File: src/rtl/rtc_pkg.sv
package rtc_pkg;

  typedef enum logic [2:0] {
    A_SEC = 3'd0, A_MIN = 3'd1, A_HR = 3'd2, A_WK = 3'd3,
    A_DAY = 3'd4, A_MON = 3'd5, A_YR = 3'd6, A_SPARE = 3'd7
  } field_addr_e;

  typedef struct packed {
    logic [7:0] sec;
    logic [7:0] min;
    logic [7:0] hr;
    logic [7:0] wk;
    logic [7:0] day;
    logic [7:0] mon;
    logic [7:0] yr;
  } tod_t;

  localparam logic [7:0] MASK_SEC = 8'h7F;
  localparam logic [7:0] MASK_MIN = 8'h7F;
  localparam logic [7:0] MASK_HR  = 8'h3F;
  localparam logic [7:0] MASK_WK  = 8'h7F;
  localparam logic [7:0] MASK_DAY = 8'h3F;
  localparam logic [7:0] MASK_MON = 8'h1F;
  localparam logic [7:0] MASK_YR  = 8'hFF;

  localparam tod_t TOD_INIT = '{sec: 8'h00, min: 8'h00, hr: 8'h00, wk: 8'h01,
                                day: 8'h01, mon: 8'h01, yr: 8'h00};

  // Add one to a two-digit packed BCD value.
  function automatic logic [7:0] bcd_inc(input logic [7:0] v);
    if (v[3:0] == 4'd9) return {v[7:4] + 4'd1, 4'd0};
    else                return {v[7:4], v[3:0] + 4'd1};
  endfunction

  // 10 is 2 modulo 4, so tens*2 + ones has the same remainder as the year.
  function automatic logic is_leap(input logic [7:0] y);
    logic [4:0] r;
    r = {y[7:4], 1'b0} + {1'b0, y[3:0]};
    return (r[1:0] == 2'd0);
  endfunction

  function automatic logic [7:0] month_end(input logic [7:0] mon, input logic [7:0] yr);
    case (mon)
      8'h02:                      return is_leap(yr) ? 8'h29 : 8'h28;
      8'h04, 8'h06, 8'h09, 8'h11: return 8'h30;
      default:                    return 8'h31;
    endcase
  endfunction

endpackage

File: src/rtl/rtc_prescaler.sv
module rtc_prescaler #(
  parameter int DIV_COUNT = 32768
) (
  input  logic clk,
  input  logic rst,
  input  logic ref_tick,
  input  logic hold,
  input  logic clr,
  output logic sec_tick
);
  localparam int CW = (DIV_COUNT > 1) ? $clog2(DIV_COUNT) : 1;
  localparam logic [CW-1:0] LAST = CW'(DIV_COUNT - 1);

  logic [CW-1:0] cnt;
  logic          count_en;

  assign count_en = ref_tick && !hold && !rst && !clr;
  assign sec_tick = count_en && (cnt == LAST);

  always_ff @(posedge clk) begin
    if (rst || clr)    cnt <= '0;
    else if (count_en) cnt <= (cnt == LAST) ? '0 : cnt + 1'b1;
  end
endmodule

File: src/rtl/rtc_timekeeper.sv
module rtc_timekeeper
  import rtc_pkg::*;
(
  input  logic       clk,
  input  logic       rst,
  input  logic       sec_tick,
  input  logic       wr_en,
  input  logic [2:0] wr_addr,
  input  logic [7:0] wr_data,
  output tod_t       tod,
  output logic       sec_stb,
  output logic       min_stb
);
  tod_t nxt;
  logic sec_wrap;

  assign sec_wrap = (tod.sec == 8'h59);

  always_comb begin
    nxt = tod;
    if (sec_tick) begin
      nxt.sec = sec_wrap ? 8'h00 : bcd_inc(tod.sec);
      if (sec_wrap) begin
        nxt.min = (tod.min == 8'h59) ? 8'h00 : bcd_inc(tod.min);
        if (tod.min == 8'h59) begin
          nxt.hr = (tod.hr == 8'h23) ? 8'h00 : bcd_inc(tod.hr);
          if (tod.hr == 8'h23) begin
            nxt.wk = {1'b0, tod.wk[5:0], tod.wk[6]};
            if (tod.day == month_end(tod.mon, tod.yr)) begin
              nxt.day = 8'h01;
              nxt.mon = (tod.mon == 8'h12) ? 8'h01 : bcd_inc(tod.mon);
              if (tod.mon == 8'h12)
                nxt.yr = (tod.yr == 8'h99) ? 8'h00 : bcd_inc(tod.yr);
            end else begin
              nxt.day = bcd_inc(tod.day);
            end
          end
        end
      end
    end
    // A software write to a field overrides its advanced value.
    if (wr_en) begin
      case (field_addr_e'(wr_addr))
        A_SEC:   nxt.sec = wr_data & MASK_SEC;
        A_MIN:   nxt.min = wr_data & MASK_MIN;
        A_HR:    nxt.hr  = wr_data & MASK_HR;
        A_WK:    nxt.wk  = wr_data & MASK_WK;
        A_DAY:   nxt.day = wr_data & MASK_DAY;
        A_MON:   nxt.mon = wr_data & MASK_MON;
        A_YR:    nxt.yr  = wr_data & MASK_YR;
        default: ;
      endcase
    end
  end

  always_ff @(posedge clk) begin
    if (rst) begin
      tod     <= TOD_INIT;
      sec_stb <= 1'b0;
      min_stb <= 1'b0;
    end else begin
      tod     <= nxt;
      sec_stb <= sec_tick;
      min_stb <= sec_tick && sec_wrap;
    end
  end
endmodule

File: src/rtl/rtc_readport.sv
module rtc_readport
  import rtc_pkg::*;
(
  input  logic       clk,
  input  logic       rst,
  input  tod_t       tod,
  input  logic [2:0] rd_addr,
  output logic [7:0] rd_data
);
  always_ff @(posedge clk) begin
    if (rst) rd_data <= '0;
    else begin
      case (field_addr_e'(rd_addr))
        A_SEC:   rd_data <= tod.sec;
        A_MIN:   rd_data <= tod.min;
        A_HR:    rd_data <= tod.hr;
        A_WK:    rd_data <= tod.wk;
        A_DAY:   rd_data <= tod.day;
        A_MON:   rd_data <= tod.mon;
        A_YR:    rd_data <= tod.yr;
        default: rd_data <= 8'h00;
      endcase
    end
  end
endmodule

File: src/rtl/rtc_calendar.sv
module rtc_calendar
  import rtc_pkg::*;
#(
  parameter int DIV_COUNT = 32768
) (
  input  logic       clk,
  input  logic       rst,
  input  logic       ref_tick,
  input  logic       hold,
  input  logic       wr_en,
  input  logic [2:0] wr_addr,
  input  logic [7:0] wr_data,
  input  logic [2:0] rd_addr,
  output logic [7:0] rd_data,
  output logic       sec_stb,
  output logic       min_stb
);
  tod_t       tod;
  logic       sec_tick;
  logic       sec_clr;
  logic [7:0] sec_q;
  logic [7:0] hr_q;
  logic [7:0] wk_q;

  assign sec_clr = wr_en && (wr_addr == 3'd0);
  assign sec_q   = tod.sec;
  assign hr_q    = tod.hr;
  assign wk_q    = tod.wk;

  rtc_prescaler #(.DIV_COUNT(DIV_COUNT)) u_presc (
    .clk(clk), .rst(rst), .ref_tick(ref_tick), .hold(hold),
    .clr(sec_clr), .sec_tick(sec_tick)
  );

  rtc_timekeeper u_time (
    .clk(clk), .rst(rst), .sec_tick(sec_tick), .wr_en(wr_en),
    .wr_addr(wr_addr), .wr_data(wr_data), .tod(tod),
    .sec_stb(sec_stb), .min_stb(min_stb)
  );

  rtc_readport u_rd (
    .clk(clk), .rst(rst), .tod(tod), .rd_addr(rd_addr), .rd_data(rd_data)
  );
endmodule

File: config.mk
export PLATFORM = sky130hd
export DESIGN_NAME = rtc_calendar
export DESIGN_NICKNAME = d
export VERILOG_FILES = /design/src/rtl/rtc_pkg.sv /design/src/rtl/rtc_prescaler.sv /design/src/rtl/rtc_timekeeper.sv /design/src/rtl/rtc_readport.sv /design/src/rtl/rtc_calendar.sv
export SDC_FILE = /design/constraint.sdc
export NUM_CORES = 1
export LEC_CHECK = 0
export ABC_AREA = 1
export BUFFER_PORTS_ARGS = -buffer_cell sky130_fd_sc_hd__buf_2
export CORE_UTILIZATION = 55
export CTS_CLUSTER_DIAMETER = 50
export DETAILED_ROUTE_END_ITERATION = 12
export PLACE_DENSITY = 0.82
export RECOVER_POWER = 100
export SLEW_MARGIN = 20
export SYNTH_ARGS = -nofsm -noshare
export SYNTH_HDL_FRONTEND = slang
export SYNTH_SLANG_ARGS = --single-unit
File: constraint.sdc
create_clock -name clk -period 2 [get_ports clk]
set_input_delay 0.4 -clock clk [delete_from_list [all_inputs] [get_ports clk]]
set_output_delay 0.4 -clock clk [all_outputs]
set_load 0.03 [all_outputs]
After elaboration in Yosys (flattened, before gate mapping):

Cells that the tools add are included.

* register bits: 81
* bits of input ports: 19
* output and inout bits: 10
* word-level logic and storage cells: 103

* add/subtract/negate cells: 14
* equal/unequal tests: 30
* muxes and demuxes: 34
* reduce and logical (&&, ||, !) cells: 14

Operator list (count)
* two-way mux 8 bit: 24
* two-way mux 56 bit: 2
* case mux 8 bit (7 select lines): 1
* adder 4 x 1 -> 4 bit, second input constant: 12
* two-way mux 48 bit: 1
* two-way mux 40 bit: 1
* two-way mux 32 bit: 1
* == test 4 bit, second input constant: 6
* == test 3 bit, second input constant: 6
* == test 8 x 3 -> 1 bit, second input constant: 2
* == test 8 x 5 -> 1 bit, second input constant: 2
* == test 8 x 7 -> 1 bit, second input constant: 2
* two-way mux 16 bit: 1
* case mux 8 bit (2 select lines): 1
* adder 15 x 1 -> 15 bit, second input constant: 1
* == test 15 bit, second input constant: 1
* two-way mux 15 bit: 1
* == test 3 x 2 -> 1 bit, second input constant: 4
* == test 8 x 2 -> 1 bit, second input constant: 1
* == test 8 x 4 -> 1 bit, second input constant: 1
* == test 8 x 6 -> 1 bit, second input constant: 1
* == test 8 bit: 1
* == test 8 bit, second input constant: 1
* == test 3 x 1 -> 1 bit, second input constant: 2
* other kinds (8): 16

Depth between registers and ports, before layout:

Gate-level depths: netlist of the first run.

* depth in word-level cells: 16
* depth in mapped cells: 15
* mapped depth without buffers: 15

Modules after synthesis:

A second synthesis of the first run with hierarchy kept.

* cells, all modules: 865
* area, all modules: 5800.6 sq um

Modules (own cells, without submodules)
* rtc_timekeeper: instances 1, cells an instance 596, area an instance 3968.8 sq um, sequential area each 1161.1 sq um
* rtc_readport: instances 1, cells an instance 138, area an instance 932.1 sq um, sequential area each 160.2 sq um
* rtc_prescaler: instances 1, cells an instance 125, area an instance 877.1 sq um, sequential area each 300.3 sq um
* rtc_calendar: instances 1, cells an instance 6, area an instance 22.5 sq um, sequential area each 0.0 sq um

Worst setup path before layout of the first run:

No wires, ideal clock.

* path type: register to register
* start: reg u_time.tod[12] (netlist name)
* end: reg u_time.tod[8] (netlist name)
* library setup time: 0.119 ns
* data arrival time: 1.729 ns
* required time: 1.881 ns
* setup slack: 0.152 ns
* cell stages (with the launch flop): 13
* path buffers: 0
* period minus slack after synthesis: 1.848 ns
* cell sequence: dfxtp_1 -> inv_1 -> ha_1 -> nand3_1 -> inv_1 -> nand3_1 -> nand3_1 -> nor2_1 -> inv_1 -> nor2_1 -> nand2_2 -> o21ai_0 -> o21bai_1

* longest elaborated chain between the ends: 15
* elaborated cells between the ends (all ways): 21
* those cells by class: 7 x eq/ne; 13 x mux; 1 x reduce/logical

Ends and longest elaborated chain
* == test 8 x 3 -> 1 bit (tied with other cells): line rtc_pkg.sv:43 `case (mon)`
* OR reduction 4 bit: line rtc_pkg.sv:43
* case mux 8 bit (2 select lines): line rtc_pkg.sv:43
* two-way mux 8 bit: line rtc_timekeeper.sv:27 `if (tod.hr == 8'h23) begin`
* two-way mux 8 bit: line rtc_timekeeper.sv:25 `if (tod.min == 8'h59) begin`
* two-way mux 8 bit: line rtc_timekeeper.sv:23 `if (sec_wrap) begin`
* two-way mux 8 bit: line rtc_timekeeper.sv:21 `if (sec_tick) begin`
* == test 8 bit: line rtc_timekeeper.sv:29 `if (tod.day == month_end(tod.mon, tod.yr)) begin`
* two-way mux 16 bit *: line rtc_timekeeper.sv:29
* two-way mux 32 bit *: line rtc_timekeeper.sv:27
* two-way mux 40 bit *: line rtc_timekeeper.sv:25
* two-way mux 48 bit *: line rtc_timekeeper.sv:23
* two-way mux 56 bit *: line rtc_timekeeper.sv:21
* two-way mux 8 bit: line rtc_timekeeper.sv:43 `case (field_addr_e'(wr_addr))`
* two-way mux 56 bit *: line rtc_timekeeper.sv:42 `if (wr_en) begin`

Mark *: on every way between the ends. The rest lies on a longest branch, timed or not. The select of a mux whose other input is x is not followed.
A chain may end at the register's enable or synchronous reset.

Worst setup path after layout of the first run:

* start: reg u_time.tod[13] (netlist name)
* end: reg u_time.tod[14] (netlist name)

* longest elaborated chain between the ends: 15
* elaborated cells between the ends (all ways): 23
* those cells by class: 1 x add/sub; 7 x eq/ne; 14 x mux; 1 x reduce/logical

Ends and longest elaborated chain (line)
* == test 8 x 3 -> 1 bit (tied with other cells): rtc_pkg.sv:43
* OR reduction 4 bit: rtc_pkg.sv:43
* case mux 8 bit (2 select lines): rtc_pkg.sv:43
* two-way mux 8 bit: rtc_timekeeper.sv:27
* two-way mux 8 bit: rtc_timekeeper.sv:25
* two-way mux 8 bit: rtc_timekeeper.sv:23
* two-way mux 8 bit: rtc_timekeeper.sv:21
* == test 8 bit: rtc_timekeeper.sv:29
* two-way mux 16 bit *: rtc_timekeeper.sv:29
* two-way mux 32 bit *: rtc_timekeeper.sv:27
* two-way mux 40 bit *: rtc_timekeeper.sv:25
* two-way mux 48 bit *: rtc_timekeeper.sv:23
* two-way mux 56 bit *: rtc_timekeeper.sv:21
* two-way mux 8 bit: rtc_timekeeper.sv:43
* two-way mux 56 bit *: rtc_timekeeper.sv:42

Marks and branches as above.

==> out/metrics.yaml, run 1 <==
status:
  status: "complete, but fails checks"
  violations: "negative setup slack"
die:
  die_x_microns: 99.5
  die_area_sq_um: 9900
  core_area_sq_um: 9240
  num_io_pins: 29
  die_y_microns: 99.5
  fp-row-count: 35
  start_util: 0.566
power:
  p_total_mw: 3.58
  power.density_nw_per_um2: 537
  leakagePower_nw: 2.97
  max-vdd-ir-drop_v: 0.000329
cts:
  htreeDepth: 3
  cts_sinks: 81
  cts_buffer_depth: 2
  clk_pin_slew_ns: 0.10
  clk_root_buffer_cell: "clkbuf_8"
  ctsHoldBuffers: 0
  clkLatencyLatePin_ns: 0.38
  cts_tree: "yes"
  numCtsBuffers: 9
critical_path:
  timing.rr.start: "u_time.tod[13]"
  r2r_setup_slack_ns: -0.12
  setup.worst_path.start: "u_time.tod[13]"
  critPathKind: "flop to flop"
  end_kind: "flop"
  required_ns: 2.27
  endpoint: "u_time.tod[14]"
  rr_worst_depth: 14
  cp.arrival_ns: 2.38
  r2r-end: "u_time.tod[14]"
  crit_path_max_fanout: 4
  cp-start-kind: "flop"
logic_synthesis:
  yosysUniqueCellTypes: 48
  synth_warnings: 0
  synthArstFlopShare: 0
  synth_nets: 825
  yosysTopAreaCell: "dfxtp_1"
  ys_seq_area_frac: 0.310
  synth_edf_count: 0
  synthTopCellsByCount: "inv_1 (148), nand2_1 (132), dfxtp_1 (81)"
  synthCells: 785
  post-synth-top-area-fraction: 0.310
  yosysMostFrequentCell: "inv_1"
  yosys_most_used_dff: "dfxtp_1"
  ys_seq_elements: 81
  synth_area_leaders: "dfxtp_1 (31%), inv_1 (11%), nand2_1 (9.5%)"
  synthesis.area_sq_um: 5230
  avgSynthCellArea_sq_um: 6.66
timing:
  maxSlewViolCount: 0
  tightest_slew_ns: 0.804
  clock.fmax_mhz: 473
  worst_slack_ns: -0.116
  fin_crit_sh: 1.06
  fin_skew_ns: 0.0151
  finalHoldViolations: 0
  finalSetupViolCount: 1
  slew_headroom: 0.450
  fin_crit_ns: 2.12
  rsz0062_at_grt: "true"
routing:
  avgViaCountPerCell: 5.90
  wire_per_inst_microns: 17.0
  drtIter0Drc: 724
  drt_wl_total_microns: 17500
  drc: 0
  firstDrtPassIters: 5
  via_count: 6075
  ant_nets: 0
global_routing:
  antenna_found_initial: 0
  grt_max_degree: 37
  first_global_vias: 5592
  groute.usage.overall: 0.345
  grt_remaining_overflow: 0
  grt_first_pass_wirelength_microns: 26500
place:
  place_area_sq_um: 5970
  place_ws_ns: -0.106
  dp_hpwl_microns: 12500
  gp_congestion: 1.12
  io_buffers: 28
final_layout:
  seq_area_sq_um: 1650
  multiInputGateArea_sq_um: 3280
  nNetsFinal: 936
  diodes: 0
  fillers: 703
  area_growth_syn_to_layout_pct: 27.5
  postLayoutCoreUtil: 0.722
  layout-drive-gt1-share: 0.243
  fin_area_sq_um: 6670
min_path:
  hold_path_class: "input port to flop"
job:
  drv_cap: 0
[how the worst min path moves through the flow]
stage                    from              to  depth (start not counted)
6_report           wr_data[6]  u_time.tod[30]                          3
4_1_cts            wr_data[7]   u_time.tod[7]                          3
3_3_place_gp   u_time.tod[31]  u_time.tod[31]                          2
3_5_place_dp   u_time.tod[31]  u_time.tod[31]                          2
5_1_grt            wr_data[6]  u_time.tod[30]                          3
2_1_floorplan  u_time.tod[31]  u_time.tod[31]                          2
[metrics by stage]
step | hold slack [ns] | TNS, ns | std cells
floorplan | 0.433 | 0 | 785
global placement | 0.443 | -0.205 | 999
detailed placement | 0.451 | -1.10 | 999
CTS | 0.313 | -0.00607 | 1018
global route | 0.318 | -0.888 | 1030
finish | 0.318 | -0.116 | 1030
[flip-flops by register name (all words and copies together) (netlist names)]
signal,count
u_presc.cnt,15
u_rd.rd_data,8
u_time.min_stb,1
u_time.sec_stb,1
u_time.tod,56
[layer usage]
layer | share of wire | GRT usage | vias up
met5 | 0.0026 | 0.0359 | -
met4 | 0.052 | 0.193 | 2
met3 | 0.099 | 0.0654 | 90
met2 | 0.44 | 0.542 | 389
met1 | 0.40 | 0.443 | 2782
li1 | - | - | 2812
[final cells by class]
cell class / count / area share
multi-input combinational: 541 / 0.492
clock buffer: 9 / 0.0186
sequential: 81 / 0.248
timing repair buffer: 109 / 0.113
tap: 129 / 0.0242
inverter: 154 / 0.0889
clock inverter: 7 / 0.0152
[worst max-delay path: stages, from the launching register on]
cell     delay [ns]
dfxtp_4        0.38
inv_4          0.08
ha_4           0.14
nand3_4        0.10
nor2_4         0.16
nand2_1        0.09
nand2_1        0.16
nor2_4         0.07
inv_2          0.07
nor2_4         0.04
buf_6          0.13
buf_6          0.13
buf_4          0.12
a31oi_1        0.24
nor2_1         0.10
[repair_timing]
item | in CTS | in global routing
gates resized for setup | 9 | 112
endpoints found under the hold margin | 0 | 0
cloned | 0 | 0
endpoints found under the setup margin | 20 | 42
pin swaps | 3 | 20
setup buffers | 3 | 12
[power by group]
| part | switching [mW] | internal, mW | total, mW |
|---|---|---|---|
| registers | 0.0437 | 1.66 | 1.70 |
| logic | 0.296 | 0.156 | 0.451 |
| clock network | 0.714 | 0.717 | 1.43 |
[kinds of logic after synthesis]
family | synth area share
flops | 0.310
buf+inv | 0.122
xor+xnor | 0.0201
simple gates | 0.313
fa+ha+maj | 0.0503
compound gates | 0.185
[cells in the final DEF (no fill, tap or decap), drive strengths merged, types with 2 or more instances in the layout]
| master | instances |
|---|---|
| nor2 | 84 |
| clkinvlp | 2 |
| xor2 | 11 |
| a2111oi | 4 |
| o22ai | 22 |
| nor3 | 24 |
| a221oi | 3 |
| a211oi | 5 |
| clkinv | 2 |
| inv | 155 |
| o21bai | 4 |
| a31oi | 6 |
| dfxtp | 81 |
| nor4 | 3 |
| o21ai | 67 |
| clkbuf | 29 |
| bufinv | 2 |
| ha | 21 |
| nand3 | 67 |
| nand2 | 142 |
| o211ai | 10 |
| buf | 89 |
| nor3b | 7 |
| or2 | 2 |
| a21oi | 40 |
| nand4 | 10 |
| o221ai | 2 |
(Power assumes the default switching activity.)
==> inputs of run 2 (changes only) <==
- PLACE_DENSITY: 0.82 -> 0.79
- clock period: 2 -> 2.4 ns (I/O delays scaled with it)
==> out/metrics.yaml, run 2 (same netlist as run 1, synthesis figures left out) <==
final_layout:
  diodes: 0
  multiInputGateArea_sq_um: 2990
  layout-drive-gt1-share: 0.103
  mostFrequentLayoutCells: "inv_1 (148), nand2_1 (132), dfxtp_1 (81)"
  fillers: 902
  reg_top3: "u_time.tod: 56 flops, u_presc.cnt: 15 flops, u_rd.rd_data: 8 flops"
  area_growth_syn_to_layout_pct: 10.9
  postLayoutCoreUtil: 0.628
  final_common_cell: "inv_1"
  seq_area_sq_um: 1620
  largest-register: "u_time.tod"
  nNetsFinal: 874
  largest_reg_flops: 56
cts:
  ctsHoldBuffers: 0
  clk_root_buffer_cell: "clkbuf_8"
  cts_buffer_depth: 2
  cts_tree: "yes"
  htreeDepth: 3
  clkLatencyLatePin_ns: 0.36
  clk_pin_slew_ns: 0.09
  cts_sinks: 81
  numCtsBuffers: 9
timing:
  maxSlewViolCount: 0
  clock.fmax_mhz: 437
  tightest_slew_ns: 0.610
  slew_headroom: 0.593
  worst_slack_ns: 0.112
  fin_skew_ns: 0.0129
  fin_crit_sh: 0.953
  finalSetupViolCount: 0
  fin_crit_ns: 2.29
  finalHoldViolations: 0
critical_path:
  cp-start-kind: "flop"
  setup.worst_path.start: "u_time.tod[49]"
  end_kind: "flop"
  slowest_delay_ns: 0.35
  critPathTopFamily: "simple AND/OR/NAND/NOR gates"
  critPathKind: "flop to flop"
  crit_chain: "inv_1, ha_1, nand3_2, inv_1, nand4_4, nor2_4, nand3_2, clkbuf_1, o21ai_0, nand3_1, a21oi_1"
  crit_path_max_fanout: 10
  cpMaxStageDelayCell: "dfxtp_1"
  path_buf_inv: 3
  cp.arrival_ns: 2.57
  timing.rr.start: "u_time.tod[49]"
  required_ns: 2.68
power:
  leakagePower_nw: 2.60
  max-vdd-ir-drop_v: 0.000258
  power.density_nw_per_um2: 476
global_routing:
  grt_remaining_overflow: 0
  grt_first_pass_wirelength_microns: 25200
  antenna_found_initial: 0
  grt_max_degree: 37
  first_global_vias: 5049
  groute.usage.overall: 0.332
routing:
  via_count: 5457
  avgViaCountPerCell: 5.64
  drc: 0
  firstDrtPassIters: 6
  ant_nets: 0
  drtIter0Drc: 527
  wire_per_inst_microns: 16.4
  drt_wl_total_microns: 15900
die:
  die_y_microns: 99.5
  die_x_microns: 99.5
  start_util: 0.566
  die_area_sq_um: 9900
  fp-row-count: 35
  num_io_pins: 29
  core_area_sq_um: 9240
place:
  io_buffers: 28
  place_ws_ns: 0.0665
  gp_congestion: 1.03
  dp_hpwl_microns: 12300
min_path:
  hp-start: "wr_data[6]"
  hold_path_class: "input port to flop"
job:
  drv_cap: 0
status:
  status: "complete, no violations"
run 2: layer usage:
layer	track usage	part of all wire	up-vias
met2	0.514	0.44	234
li1	-	-	2691
met4	0.158	0.034	0
met1	0.444	0.44	2496
met5	0	0	-
met3	0.0682	0.080	36
run 2: timing repair:
action | 4_1_cts | 5_1_grt
setup endpoints to repair | 0 | 24
setup buffers | 0 | 3
gates resized for setup | 0 | 10
run 2: through the flow:
stage               power (mW)  setup TNS [ns]  area [sq um]  hold slack, ns  cells
floorplan                 1.65               0          5230           0.433    785
global placement          1.75               0          5600           0.448    949
detailed placement        1.76               0          5600           0.480    949
CTS                       2.77               0          5790           0.392    964
global route              2.88        -0.00594          5800           0.412    967
finish                    2.76               0          5800           0.401    967
run 2: worst paths after layout:
path,to,slack (ns),depth (start not counted)
setup / recovery,u_time.tod[18],0.11,11
hold / removal,u_time.tod[30],0.40,3
setup reg to reg,u_time.tod[18],0.11,11
hold reg to reg,u_time.tod[31],0.50,2
run 2: report_power, final:
group / switching (mW) / total, mW / internal, mW
clock: 0.517 / 1.03 / 0.509
sequential: 0.0387 / 1.42 / 1.38
combinational: 0.216 / 0.316 / 0.100
run 2: area by class of cell:
class                           instances  area share
Multi-Input combinational cell        541       0.516
Sequential cell                        81       0.280
Tap cell                              129      0.0278
Clock buffer                           11      0.0244
Clock inverter                          4     0.00906
Inverter                              154       0.101
Timing Repair Buffer                   47      0.0429
run 2: worst reg2reg max path, stage by stage, from the launching register on:
cell,delay (ns)
dfxtp_1,0.35
inv_1,0.10
ha_1,0.16
nand3_2,0.15
inv_1,0.19
nand4_4,0.18
nor2_4,0.14
nand3_2,0.14
clkbuf_1,0.33
o21ai_0,0.26
nand3_1,0.09
a21oi_1,0.12
==> inputs of run 3 (changes only) <==
- ABC_AREA: 1 -> default
==> out/metrics.yaml, run 3 <==
critical_path:
  cp.arrival_ns: 2.77
  critPathKind: "flop to flop"
  end_kind: "flop"
  cp-start-kind: "flop"
  rr_worst_depth: 10
  required_ns: 2.69
  crit_path_max_fanout: 5
logic_synthesis:
  synth_area_leaders: "dfxtp_1 (32%), nor2_1 (7.7%), ha_1 (5.3%)"
  synthAdderAreaFrac: 0.0527
  yosysTopAreaCell: "dfxtp_1"
  post-synth-top-area-fraction: 0.325
  ys_seq_elements: 81
  ys_seq_area_frac: 0.325
  synth_compound_area_frac: 0.165
  synth_xor_area_frac: 0.0419
  avgSynthCellArea_sq_um: 8.00
  synthCells: 624
  synthArstFlopShare: 0
  yosys_most_used_dff: "dfxtp_1"
  yosysMostFrequentCell: "nor2_1"
  synth_nets: 664
  synth_warnings: 0
  yosysUniqueCellTypes: 63
  synthesis.area_sq_um: 4990
  synth_edf_count: 0
  synth-simple-area-share: 0.316
  synth_mux_area_frac: 0.0612
  synthTopCellsByCount: "nor2_1 (103), dfxtp_1 (81), nand2_1 (57)"
  synth_top_family_by_area: "simple AND/OR/NAND/NOR gates"
cts:
  htreeDepth: 3
  cts_buffer_depth: 2
  cts_tree: "yes"
  clkLatencyLatePin_ns: 0.37
  cts_sinks: 81
  clk_pin_slew_ns: 0.09
  numCtsBuffers: 9
  clk_root_buffer_cell: "clkbuf_8"
routing:
  met3_length_microns: 1440
  firstDrtPassIters: 7
  ant_nets: 0
  drt_wl_total_microns: 16200
  via_count: 5400
  avgViaCountPerCell: 6.46
  dr_wl_met2_microns: 7600
  met1_length_microns: 6190
  drtIter0Drc: 467
  wire_per_inst_microns: 19.4
  routed.top_layer: "met4"
  drc: 0
power:
  p_total_mw: 3.10
  max-vdd-ir-drop_v: 0.000402
  leakagePower_nw: 2.39
  power.density_nw_per_um2: 494
final_layout:
  mostFrequentLayoutCells: "nor2_1 (101), buf_4 (79), dfxtp_1 (71)"
  diodes: 0
  reg_top3: "u_time.tod: 56 flops, u_presc.cnt: 15 flops, u_rd.rd_data: 8 flops"
  fillers: 661
  nNetsFinal: 764
  largest_reg_flops: 56
  final_common_cell: "nor2_1"
  layout-drive-gt1-share: 0.251
  largest-register: "u_time.tod"
  area_growth_syn_to_layout_pct: 25.8
place:
  io_buffers: 28
  gp_congestion: 0.972
  dp_hpwl_microns: 11100
global_routing:
  groute.usage.overall: 0.334
  grt_remaining_overflow: 0
  grt_max_degree: 32
  first_global_vias: 5111
  antenna_found_initial: 0
  grt_first_pass_wirelength_microns: 25200
job:
  drv_cap: 0
min_path:
  hold_path_class: "input port to flop"
  holdPathStages: 3
timing:
  slew_headroom: 0.169
  worst_slack_ns: -0.0867
  fin_crit_sh: 1.04
  rsz0062_at_grt: "true"
  finalHoldViolations: 0
  maxSlewViolCount: 0
  fin_skew_ns: 0.00977
  tightest_slew_ns: 1.25
  finalSetupViolCount: 10
  fin_crit_ns: 2.49
  finalSetupTns_ns: -0.348
  clock.fmax_mhz: 402
die:
  core_area_sq_um: 8760
  die_x_microns: 97.3
  die_y_microns: 97.3
  num_io_pins: 29
  fp-row-count: 34
  die_area_sq_um: 9460
  start_util: 0.569
status:
  status: "complete, but fails checks"
  violations: "negative setup slack"
[run 3: cell types whose count changed after synthesis, moves of 12 or more]
cell      before  now
mux2i_1        0   17
nand2_1      132   57
o21ai_0       65   23
o22ai_1       22    1
inv_1        148   18
clkbuf_1       4   22
a211oi_1       4   25
a311oi_1       0   16
a21oi_1       40   28
nor2_1        73  103
nand3_1       63   28
[run 3: kinds of logic (layout without fill, tap and decap cells)]
logic type | Yosys count | count (layout)
AO/OA/AOI/OAI | 122 | 122
XOR/XNOR | 23 | 23
adder cells (fa/ha/maj) | 21 | 21
buffers and inverters | 48 | 152
flip-flops | 81 | 81
multiplexers | 24 | 24
AND/OR/NAND/NOR | 305 | 305
[run 3: final timing paths]
kind / start / endpoint / slack (ns)
max: u_time.tod[12] / u_time.tod[6] / -0.09
min: wr_data[7] / u_time.tod[7] / 0.42
max reg2reg: u_time.tod[12] / u_time.tod[6] / -0.09
min reg2reg: u_time.tod[31] / u_time.tod[31] / 0.46
[run 3: where the power goes]
part           switching (mW)  leakage (nW)  total (mW)  internal (mW)
sequential             0.0374         0.662        1.41           1.38
combinational           0.225          1.61       0.376          0.151
clock                   0.516         0.127        1.31          0.793
total                   0.778          2.39        3.10           2.32
[run 3: final cells by class]
class | instances | area (sq um) | area share
Clock inverter | 5 | 129 | 0.0205
Sequential cell | 81 | 1640 | 0.261
Multi-Input combinational cell | 495 | 3380 | 0.538
Inverter | 18 | 70.1 | 0.0112
Timing Repair Buffer | 119 | 800 | 0.127
Clock buffer | 10 | 128 | 0.0203
Tap cell | 108 | 135 | 0.0215
[run 3: stage by stage]
step	utilization	area, sq um	setup slack [ns]	hold slack (ns)	instances
after global routing	0.716	6280	-0.192	0.442	836
after floorplan	-	5010	-0.00959	0.415	624
final	0.716	6280	-0.0867	0.420	836
after CTS	0.693	6070	-0.0341	0.432	827
after detailed placement	0.658	5760	-0.112	0.432	810
after global placement	0.658	5760	-0.0416	0.426	810
[run 3: metal layers]
metal / track usage / up-vias
met2: 0.565 / 315
met5: 0 / -
met1: 0.396 / 2539
met3: 0.0561 / 95
li1: - / 2451
met4: 0.200 / 0
[run 3: timing repair]
item,CTS,global route
cloned,0,0
hold buffers,0,0
endpoints found under the setup margin,15,28
resized for setup,13,48
buffers inserted,2,10
pin swaps,11,26
[run 3: critical path: stages (launching register included)]
cell and delay, ns:
dfxtp_4 0.40, inv_4 0.05, ha_4 0.15, mux2_4 0.27, a32oi_2 0.18, a311oi_2 0.07
buf_4 0.18, xnor2_4 0.19, or4_4 0.57, mux2i_2 0.17, a211oi_2 0.18
